<file path="config.mk">
export PLATFORM = sky130hd
export DESIGN_NAME = mem_guard
export DESIGN_NICKNAME = d
export VERILOG_FILES = /design/src/rtl/mg_pkg.sv /design/src/rtl/mg_range_chk.sv /design/src/rtl/mg_prot_regs.sv /design/src/rtl/mg_tick_timer.sv /design/src/rtl/mem_guard.sv
export SDC_FILE = /design/constraint.sdc
export NUM_CORES = 1
export LEC_CHECK = 0
export ABC_AREA = 1
export BUFFER_PORTS_ARGS = -buffer_cell sky130_fd_sc_hd__buf_2
export CAP_MARGIN = 20
export CORE_MARGIN = 1
export CORE_UTILIZATION = 46
export CTS_BUF_LIST = sky130_fd_sc_hd__clkbuf_4
export DETAILED_ROUTE_END_ITERATION = 6
export HOLD_SLACK_MARGIN = 0.1
export PLACE_DENSITY = 0.67
export SLEW_MARGIN = 20
export SYNTH_ARGS = -nofsm -noshare
export SYNTH_HDL_FRONTEND = slang
export SYNTH_HIERARCHICAL = 1
export SYNTH_SLANG_ARGS = --single-unit
</file>
<file path="constraint.sdc">
create_clock -name clk -period 2.9 [get_ports clk]
set_input_delay 0.58 -clock clk [delete_from_list [all_inputs] [get_ports clk]]
set_output_delay 0.58 -clock clk [all_outputs]
set_load 0.01 [all_outputs]
</file>
<file path="src/rtl/mg_pkg.sv">
package mg_pkg;
  typedef enum logic [1:0] {
    ACC_FETCH = 2'd0,
    ACC_LOAD  = 2'd1,
    ACC_STORE = 2'd2,
    ACC_NONE  = 2'd3
  } acc_kind_e;

  localparam int unsigned NUM_KINDS = 3;
endpackage

</file>
<file path="src/rtl/mg_range_chk.sv">
// Combinational window and space check for one access.
module mg_range_chk #(
  parameter int unsigned AW = 32
) (
  input  logic [AW-1:0] addr,
  input  logic [AW-1:0] base,
  input  logic [AW-1:0] limit,
  input  logic          user_mode,
  output logic          kspace_hit,
  output logic          violation
);
  localparam int unsigned EW = AW + 1;

  logic [EW-1:0] end_ext;
  logic          below_base;
  logic          at_or_past_end;

  // One extra bit keeps the window end from wrapping.
  assign end_ext        = {1'b0, base} + {1'b0, limit};
  assign below_base     = addr < base;
  assign at_or_past_end = {1'b0, addr} >= end_ext;

  assign kspace_hit = user_mode & addr[AW-1];
  assign violation  = user_mode & (addr[AW-1] | below_base | at_or_past_end);
endmodule

</file>
<file path="src/rtl/mg_prot_regs.sv">
// Base and size registers, written only from kernel mode.
module mg_prot_regs #(
  parameter int unsigned AW = 32
) (
  input  logic          clk,
  input  logic          rst,
  input  logic          user_mode,
  input  logic          wr_base,
  input  logic          wr_limit,
  input  logic [AW-1:0] wr_data,
  output logic [AW-1:0] base_q,
  output logic [AW-1:0] limit_q
);
  logic kern_wr_ok;
  assign kern_wr_ok = ~user_mode;

  always_ff @(posedge clk) begin
    if (rst) begin
      base_q  <= '0;
      limit_q <= '0;
    end else begin
      if (wr_base && kern_wr_ok)  base_q  <= wr_data;
      if (wr_limit && kern_wr_ok) limit_q <= wr_data;
    end
  end
endmodule

</file>
<file path="src/rtl/mg_tick_timer.sv">
// Down counter with sticky expiry flag.
module mg_tick_timer #(
  parameter int unsigned TW = 16
) (
  input  logic          clk,
  input  logic          rst,
  input  logic          load_en,
  input  logic [TW-1:0] load_val,
  output logic          irq
);
  localparam logic [TW-1:0] ONE = TW'(1);

  logic [TW-1:0] cnt_q;

  always_ff @(posedge clk) begin
    if (rst) begin
      cnt_q <= '0;
      irq   <= 1'b0;
    end else if (load_en) begin
      cnt_q <= load_val;
      irq   <= 1'b0;
    end else if (cnt_q != '0) begin
      cnt_q <= cnt_q - ONE;
      if (cnt_q == ONE) irq <= 1'b1;
    end
  end
endmodule

</file>
<file path="src/rtl/mem_guard.sv">
module mem_guard #(
  parameter int unsigned ADDR_W = 32,
  parameter int unsigned TMR_W  = 16
) (
  input  logic              clk,
  input  logic              rst,
  input  logic              user_mode,
  input  logic              acc_valid,
  input  logic [1:0]        acc_kind,
  input  logic [ADDR_W-1:0] acc_addr,
  input  logic              wr_base,
  input  logic              wr_limit,
  input  logic              wr_timer,
  input  logic [ADDR_W-1:0] wr_data,
  output logic              fetch_fault,
  output logic              load_fault,
  output logic              store_fault,
  output logic              kspace_err,
  output logic              priv_fault,
  output logic              timer_irq
);
  import mg_pkg::*;

  logic [ADDR_W-1:0] base_q, limit_q;
  logic              kspace_c, viol_c;
  logic              live_c;
  acc_kind_e         kind_c;
  logic [NUM_KINDS-1:0] fault_q;

  assign kind_c = acc_kind_e'(acc_kind);
  assign live_c = acc_valid & (kind_c != ACC_NONE);

  mg_prot_regs #(.AW(ADDR_W)) u_regs (
    .clk       (clk),
    .rst       (rst),
    .user_mode (user_mode),
    .wr_base   (wr_base),
    .wr_limit  (wr_limit),
    .wr_data   (wr_data),
    .base_q    (base_q),
    .limit_q   (limit_q)
  );

  mg_range_chk #(.AW(ADDR_W)) u_chk_range (
    .addr       (acc_addr),
    .base       (base_q),
    .limit      (limit_q),
    .user_mode  (user_mode),
    .kspace_hit (kspace_c),
    .violation  (viol_c)
  );

  mg_tick_timer #(.TW(TMR_W)) u_timer (
    .clk      (clk),
    .rst      (rst),
    .load_en  (wr_timer & ~user_mode),
    .load_val (wr_data[TMR_W-1:0]),
    .irq      (timer_irq)
  );

  // One registered fault line per access kind.
  for (genvar k = 0; k < NUM_KINDS; k++) begin : g_route
    always_ff @(posedge clk) begin
      if (rst) fault_q[k] <= 1'b0;
      else     fault_q[k] <= live_c & viol_c & (acc_kind == 2'(k));
    end
  end

  assign fetch_fault = fault_q[ACC_FETCH];
  assign load_fault  = fault_q[ACC_LOAD];
  assign store_fault = fault_q[ACC_STORE];

  always_ff @(posedge clk) begin
    if (rst) begin
      kspace_err <= 1'b0;
      priv_fault <= 1'b0;
    end else begin
      kspace_err <= live_c & kspace_c;
      priv_fault <= user_mode & (wr_base | wr_limit | wr_timer);
    end
  end
endmodule

</file>
---- Word-level counts from Yosys, hierarchy flattened ----
Cells that the tools add are included.
word-level totals
  logic and storage cells ................. 41
  register bits ........................... 86
  output and inout bits ................... 6
  input port bits ......................... 73
cells by class
  eq/ne operators ......................... 4
  magnitude comparators ................... 2
  reduce and logical (&&, ||, !) cells .... 7
  muxes and demuxes ....................... 2
  $add $sub $neg .......................... 2
  bitwise operators ....................... 15
operators with widths
  operator                 number
  $add A32 B32 Y33         1
  $ge A32 B33 Y1           1
  $lt A32 B32 Y1           1
  $mux W16                 2
  $eq A16 B1 Y1 const B    1
  $reduce_bool A16 Y1      1
  $sub A16 B1 Y16 const B  1
  $and A1 B1 Y1            10
  $or A1 B1 Y1             4
  $eq A2 B1 Y1 const B     1
  $eq A2 B2 Y1 const B     1
  $logic_and A1 B1 Y1      2
  $logic_not A2 Y1         1
  $ne A2 B2 Y1 const B     1
  $reduce_and A2 Y1        1
  $reduce_bool A2 Y1       1
  $reduce_or A2 Y1         1
  $not A1 Y1               1

---- Depth between registers and ports, before layout ----
  depth in word-level cells ............... 6
  gate-level depth with buffers ........... 27
  mapped depth without buffers ............ 27

---- Cells and area by module ----
Netlist, hierarchy kept.
by module, submodules not included
  module         area an instance (µm²)  times used  cells an instance  seq. area each (µm²)
  mg_range_chk   3394.5                  1           543                0.0
  mg_prot_regs   2611.3                  1           384                1281.2
  mg_tick_timer  1151.1                  1           162                340.3
  mem_guard      180.2                   1           23                 100.1

---- Least setup slack after synthesis ----
No wires, ideal clock.
  kind .................................... reg-to-reg
  start point ............................. reg u_regs.base_q[0]
  end point ............................... reg fault_q[0], in the netlist fetch_fault
  clock period less this slack ............ 3.025 ns
  required time ........................... 2.836 ns
  stages on the path, launching flop included .. 24
  library setup time ...................... 0.064 ns
  data arrival time ....................... 2.960 ns
  buffers on the path ..................... 0
  setup slack ............................. -0.125 ns
  path through ............................ dfxtp_1 ha_1 fa_1 nand3_1 nand3_2 nand4_1 nand2_1 nand2_1 nand2_2 nand2_1 nand3_2 a21oi_2 xor2_1 ha_1 nand4_1 nor3_1 nand3_1 o21bai_1 nand3_1 nand2_1 nor2_1 a21oi_1 nand3_2 nor2_1
between the ends
  cells in the longest elaborated chain, start to end .. 6
  elaborated cells between the ends (all ways) .. 8
  those cells by class .................... add/sub: 1; order compare: 2; bitwise: 5
ends and longest elaborated chain
  item                                                       RTL line                                RTL
  start: declaration                                         mg_prot_regs.sv:11                      output logic [AW-1:0] base_q,
  start signal: assignment                                   mg_prot_regs.sv:22                      if (wr_base && kern_wr_ok) base_q <= wr_data;
  $add A32 B32 Y33 / $lt A32 B32 Y1 (equally long branches)  mg_range_chk.sv:19, mg_range_chk.sv:20
  $ge A32 B33 Y1 / $or A1 B1 Y1 (equally long branches)      mg_range_chk.sv:21, mg_range_chk.sv:24
  $or A1 B1 Y1 *                                             mg_range_chk.sv:24                      assign violation = user_mode & (addr[AW-1] | below_base | at_or_past_end);
  $and A1 B1 Y1 *                                            mg_range_chk.sv:24
  named net viol_c                                           mem_guard.sv:25                         logic kspace_c, viol_c;
  $and A1 B1 Y1 * (2 in series)                              mem_guard.sv:65                         else fault_q[k] <= live_c & viol_c & (acc_kind == 2'(k));
  end signal: indexed assignment                             mem_guard.sv:65
  end: declaration                                           mem_guard.sv:28                         logic [NUM_KINDS-1:0] fault_q;
The timed path passes the listed nets; every way through them passes the cells marked *.
A chain may end at the register's enable or synchronous reset.

---- Final worst setup path ----
  start point ............................. reg u_regs.limit_q[0]
  end point ............................... reg fault_q[2], in the netlist store_fault
between the ends
  cells in the longest elaborated chain, start to end .. 6
ends and longest elaborated chain
  item                         RTL line            RTL
  start: declaration           mg_prot_regs.sv:12  output logic [AW-1:0] limit_q
  start signal: assignment     mg_prot_regs.sv:23  if (wr_limit && kern_wr_ok) limit_q <= wr_data;
  $add A32 B32 Y33             mg_range_chk.sv:19  assign end_ext = {1'b0, base} + {1'b0, limit};
  $ge A32 B33 Y1               mg_range_chk.sv:21  assign at_or_past_end = {1'b0, addr} >= end_ext;
  $or A1 B1 Y1                 mg_range_chk.sv:24
  $and A1 B1 Y1                mg_range_chk.sv:24
  named net viol_c             mem_guard.sv:25
  $and A1 B1 Y1 (2 in series)  mem_guard.sv:65
The timed path passes the listed nets, and every way through them passes these cells.

==> flow_summary.ini <==
[route]
ant_nets = 0
drt-total-wl_mm = 19.76
drt_iter0_drc = 542
num_vias = 7362
drcViolationCount = 0
dr.pass1.iters = 5
avgViaCountPerCell = 4.908
wire_per_inst_um = 13.18

[timing]
worst_slack_ps = -406.9
holdWs_ps = 365.2
skew_ps = 12.70
fin_crit_sh_pct = 114.0
tightest_slew_ps = 829.4
hold_viol = 0
slew_headroom_pct = 44.57
rsz0062_at_grt = yes
min_period_ps = 3307
fmax_ghz = 0.3024
setup_viol = 3
drv_slew = 0

[logic_synthesis]
yosys_register_bits = 86
netlist.top_cell.by_area = dfxtp_1
synth.most_common_cell = nand2_1
async_flop_share_pct = 0
synth_area_leaders = dfxtp_1, ha_1, nand2_1, nor2_1, inv_1
synth_cell_types = 39
synth_warnings = 6
synth_top_area_share_pct = 23.47
synthCells = 1112
syn_area_per_cell_um2 = 6.598
syn_nets = 1283
synth-edff-count = 0
synth_ff_type = dfxtp_1
synth_common_cells = nand2_1, nor2_1, inv_1
ys_seq_area_share_pct = 23.47
syn-cell-area_mm2 = 0.007337

[final_layout]
drive_gt1_share_pct = 22.52
regArea_mm2 = 0.001724
n_fill_cell = 1564
syn_to_final_growth_pct = 21.86
nets = 1454
final_core_util_pct = 58.17
multi_input_area_mm2 = 0.005034

[floorplan]
rows = 45
fp.dieArea_mm2 = 0.01646
io_pins = 79
initial_core_util_pct = 47.73
die_width_um = 128.3
core_mm2 = 0.01537
die_h_um = 128.3

[setup_path]
crit_type = flip-flop to flip-flop
critPathMaxFanout = 4
start_kind = flip-flop
arrival_ps = 3710
critPathCaptureType = flip-flop
critPathRequiredTime_ps = 3300

[placed_design]
hpwlAfterDp_mm = 16.43
gp_congestion = 0.9311
port_buffers = 78
place_worst_setup_slack_ps = -432.2

[grt]
grt_overflow = 0
grt_pass1_wl_mm = 32.57
antenna_found_initial = 1
grt.total_usage_pct = 25.20
grt_pass1_vias = 6671
grt_max_degree = 65

[clock_tree]
clk_pin_slew_ps = 150
clockRootBuffer = clkbuf_4
cts_tree = done
ctsHtreeMaxLevel = 3
clock-sinks = 86
numCtsBuffers = 9
insertion_delay_ps = 460
cts-hold-fix-buffers = 0
clockBufferDepth = 2

[outcome]
violations = negative setup slack
run_status = finished, violations left

[power_and_ir_drop]
p_leak_nw = 4.597
vdd_drop_max_mv = 0.3615
power_density_mw_per_mm2 = 406.9

[min_path]
hold_path.class = primary input to flip-flop

[run]
cap_viol_max_count = 0
==> where the power goes <==
part	internal, mW	switching [mW]
sequential	1.29	0.0971
clock	0.188	0.453
combinational	0.674	0.932
==> layout make-up <==
cell class | count | area share [%]
inverter | 144 | 6.073
timing repair buffer | 189 | 13.97
clock buffer | 9 | 0.7557
multi-input combinational | 853 | 56.30
antenna | 1 | 0.02799
clock inverter | 7 | 0.6437
tap | 211 | 2.953
sequential | 86 | 19.28
==> registers in the layout (all words and copies together), names as in the netlist <==
name and flops:
load_fault 1, kspace_err 1, u_regs/base_q 32, store_fault 1, u_timer/irq 1, u_timer/cnt_q 16, priv_fault 1, fetch_fault 1
u_regs/limit_q 32
==> stage by stage <==
stage	cells	cell area (µm²)	TNS, ps	power (mW)
floorplan	1112	7363	-123.1	2.501
global placement	1478	8688	-1070	2.960
detailed placement	1478	8688	-1223	2.987
CTS	1497	8843	-1193	3.636
global route	1500	8941	-1943	3.947
finish	1500	8941	-1199	3.638
==> cell usage in the layout (no fill, tap or decap), types with 3 or more instances in the layout <==
master,n
buf_2,78
buf_4,109
nand2_2,19
a21oi_2,11
inv_1,138
xor2_1,18
ha_1,94
nand2_1,219
a31oi_1,7
nand2_4,4
o21ai_0,24
nor3_2,4
a21o_1,10
nor3_1,6
clkbuf_4,9
nor2_1,196
nand4_1,15
a21oi_1,67
xnor2_1,17
nand3_1,89
o21bai_1,7
nand3_2,10
nor2_2,15
inv_2,5
ha_4,3
dfxtp_1,84
==> timing repair <==
| action | in CTS | in global routing |
|---|---|---|
| pin swaps | 11 | 5 |
| gates resized for setup | 2 | 15 |
| endpoints found under the setup margin | 3 | 3 |
| setup buffers | 3 | 2 |
==> worst paths after layout <==
path / from / end / slack, ps / cells past startpoint
worst max-delay path: u_regs/limit_q[0] / store_fault / -410 / 26
worst min-delay path: acc_kind[1] / store_fault / 370 / 3
worst max register to register: u_regs/limit_q[0] / store_fault / -410 / 26
worst min register to register: u_timer/irq / u_timer/irq / 460 / 2
==> worst max-delay path, cell delays in order (launching register included) <==
cell     delay (ps)
dfxtp_2         370
ha_4            160
fa_2            350
nand3_2          70
nand3_2         100
a21oi_2         180
o21ai_2         120
buf_4           150
buf_4           120
xnor2_1         110
ha_1            290
nand2_1          70
nor2_2          110
nand2_1          90
nor2_1           90
nor2_1           40
nand2_1          50
nand2_1          40
nand2_1          70
nand2_1          50
nand2_1          50
nand2_1          40
nand2_1          60
nand2_2          60
a21oi_4         190
nand3_2         100
nor2_1          100
==> metal layers <==
layer / up-vias / global-route usage, % / share of wire (%)
met2: 190 / 36.09 / 40
met4: 0 / 5.329 / 1.1
met1: 3228 / 38.74 / 53
met3: 16 / 4.215 / 5.6
met5: - / 0 / 0
li1: 3928 / - / -
==> cell families after synthesis <==
| kind of cell | Yosys count | share of synthesized area, % |
|---|---|---|
| simple gates | 586 | 35.52 |
| buf+inv | 173 | 9.448 |
| compound gates | 133 | 10.45 |
| fa+ha+maj | 98 | 16.81 |
| flops | 86 | 23.47 |
| xor+xnor | 36 | 4.297 |
(Power assumes the default switching activity.)
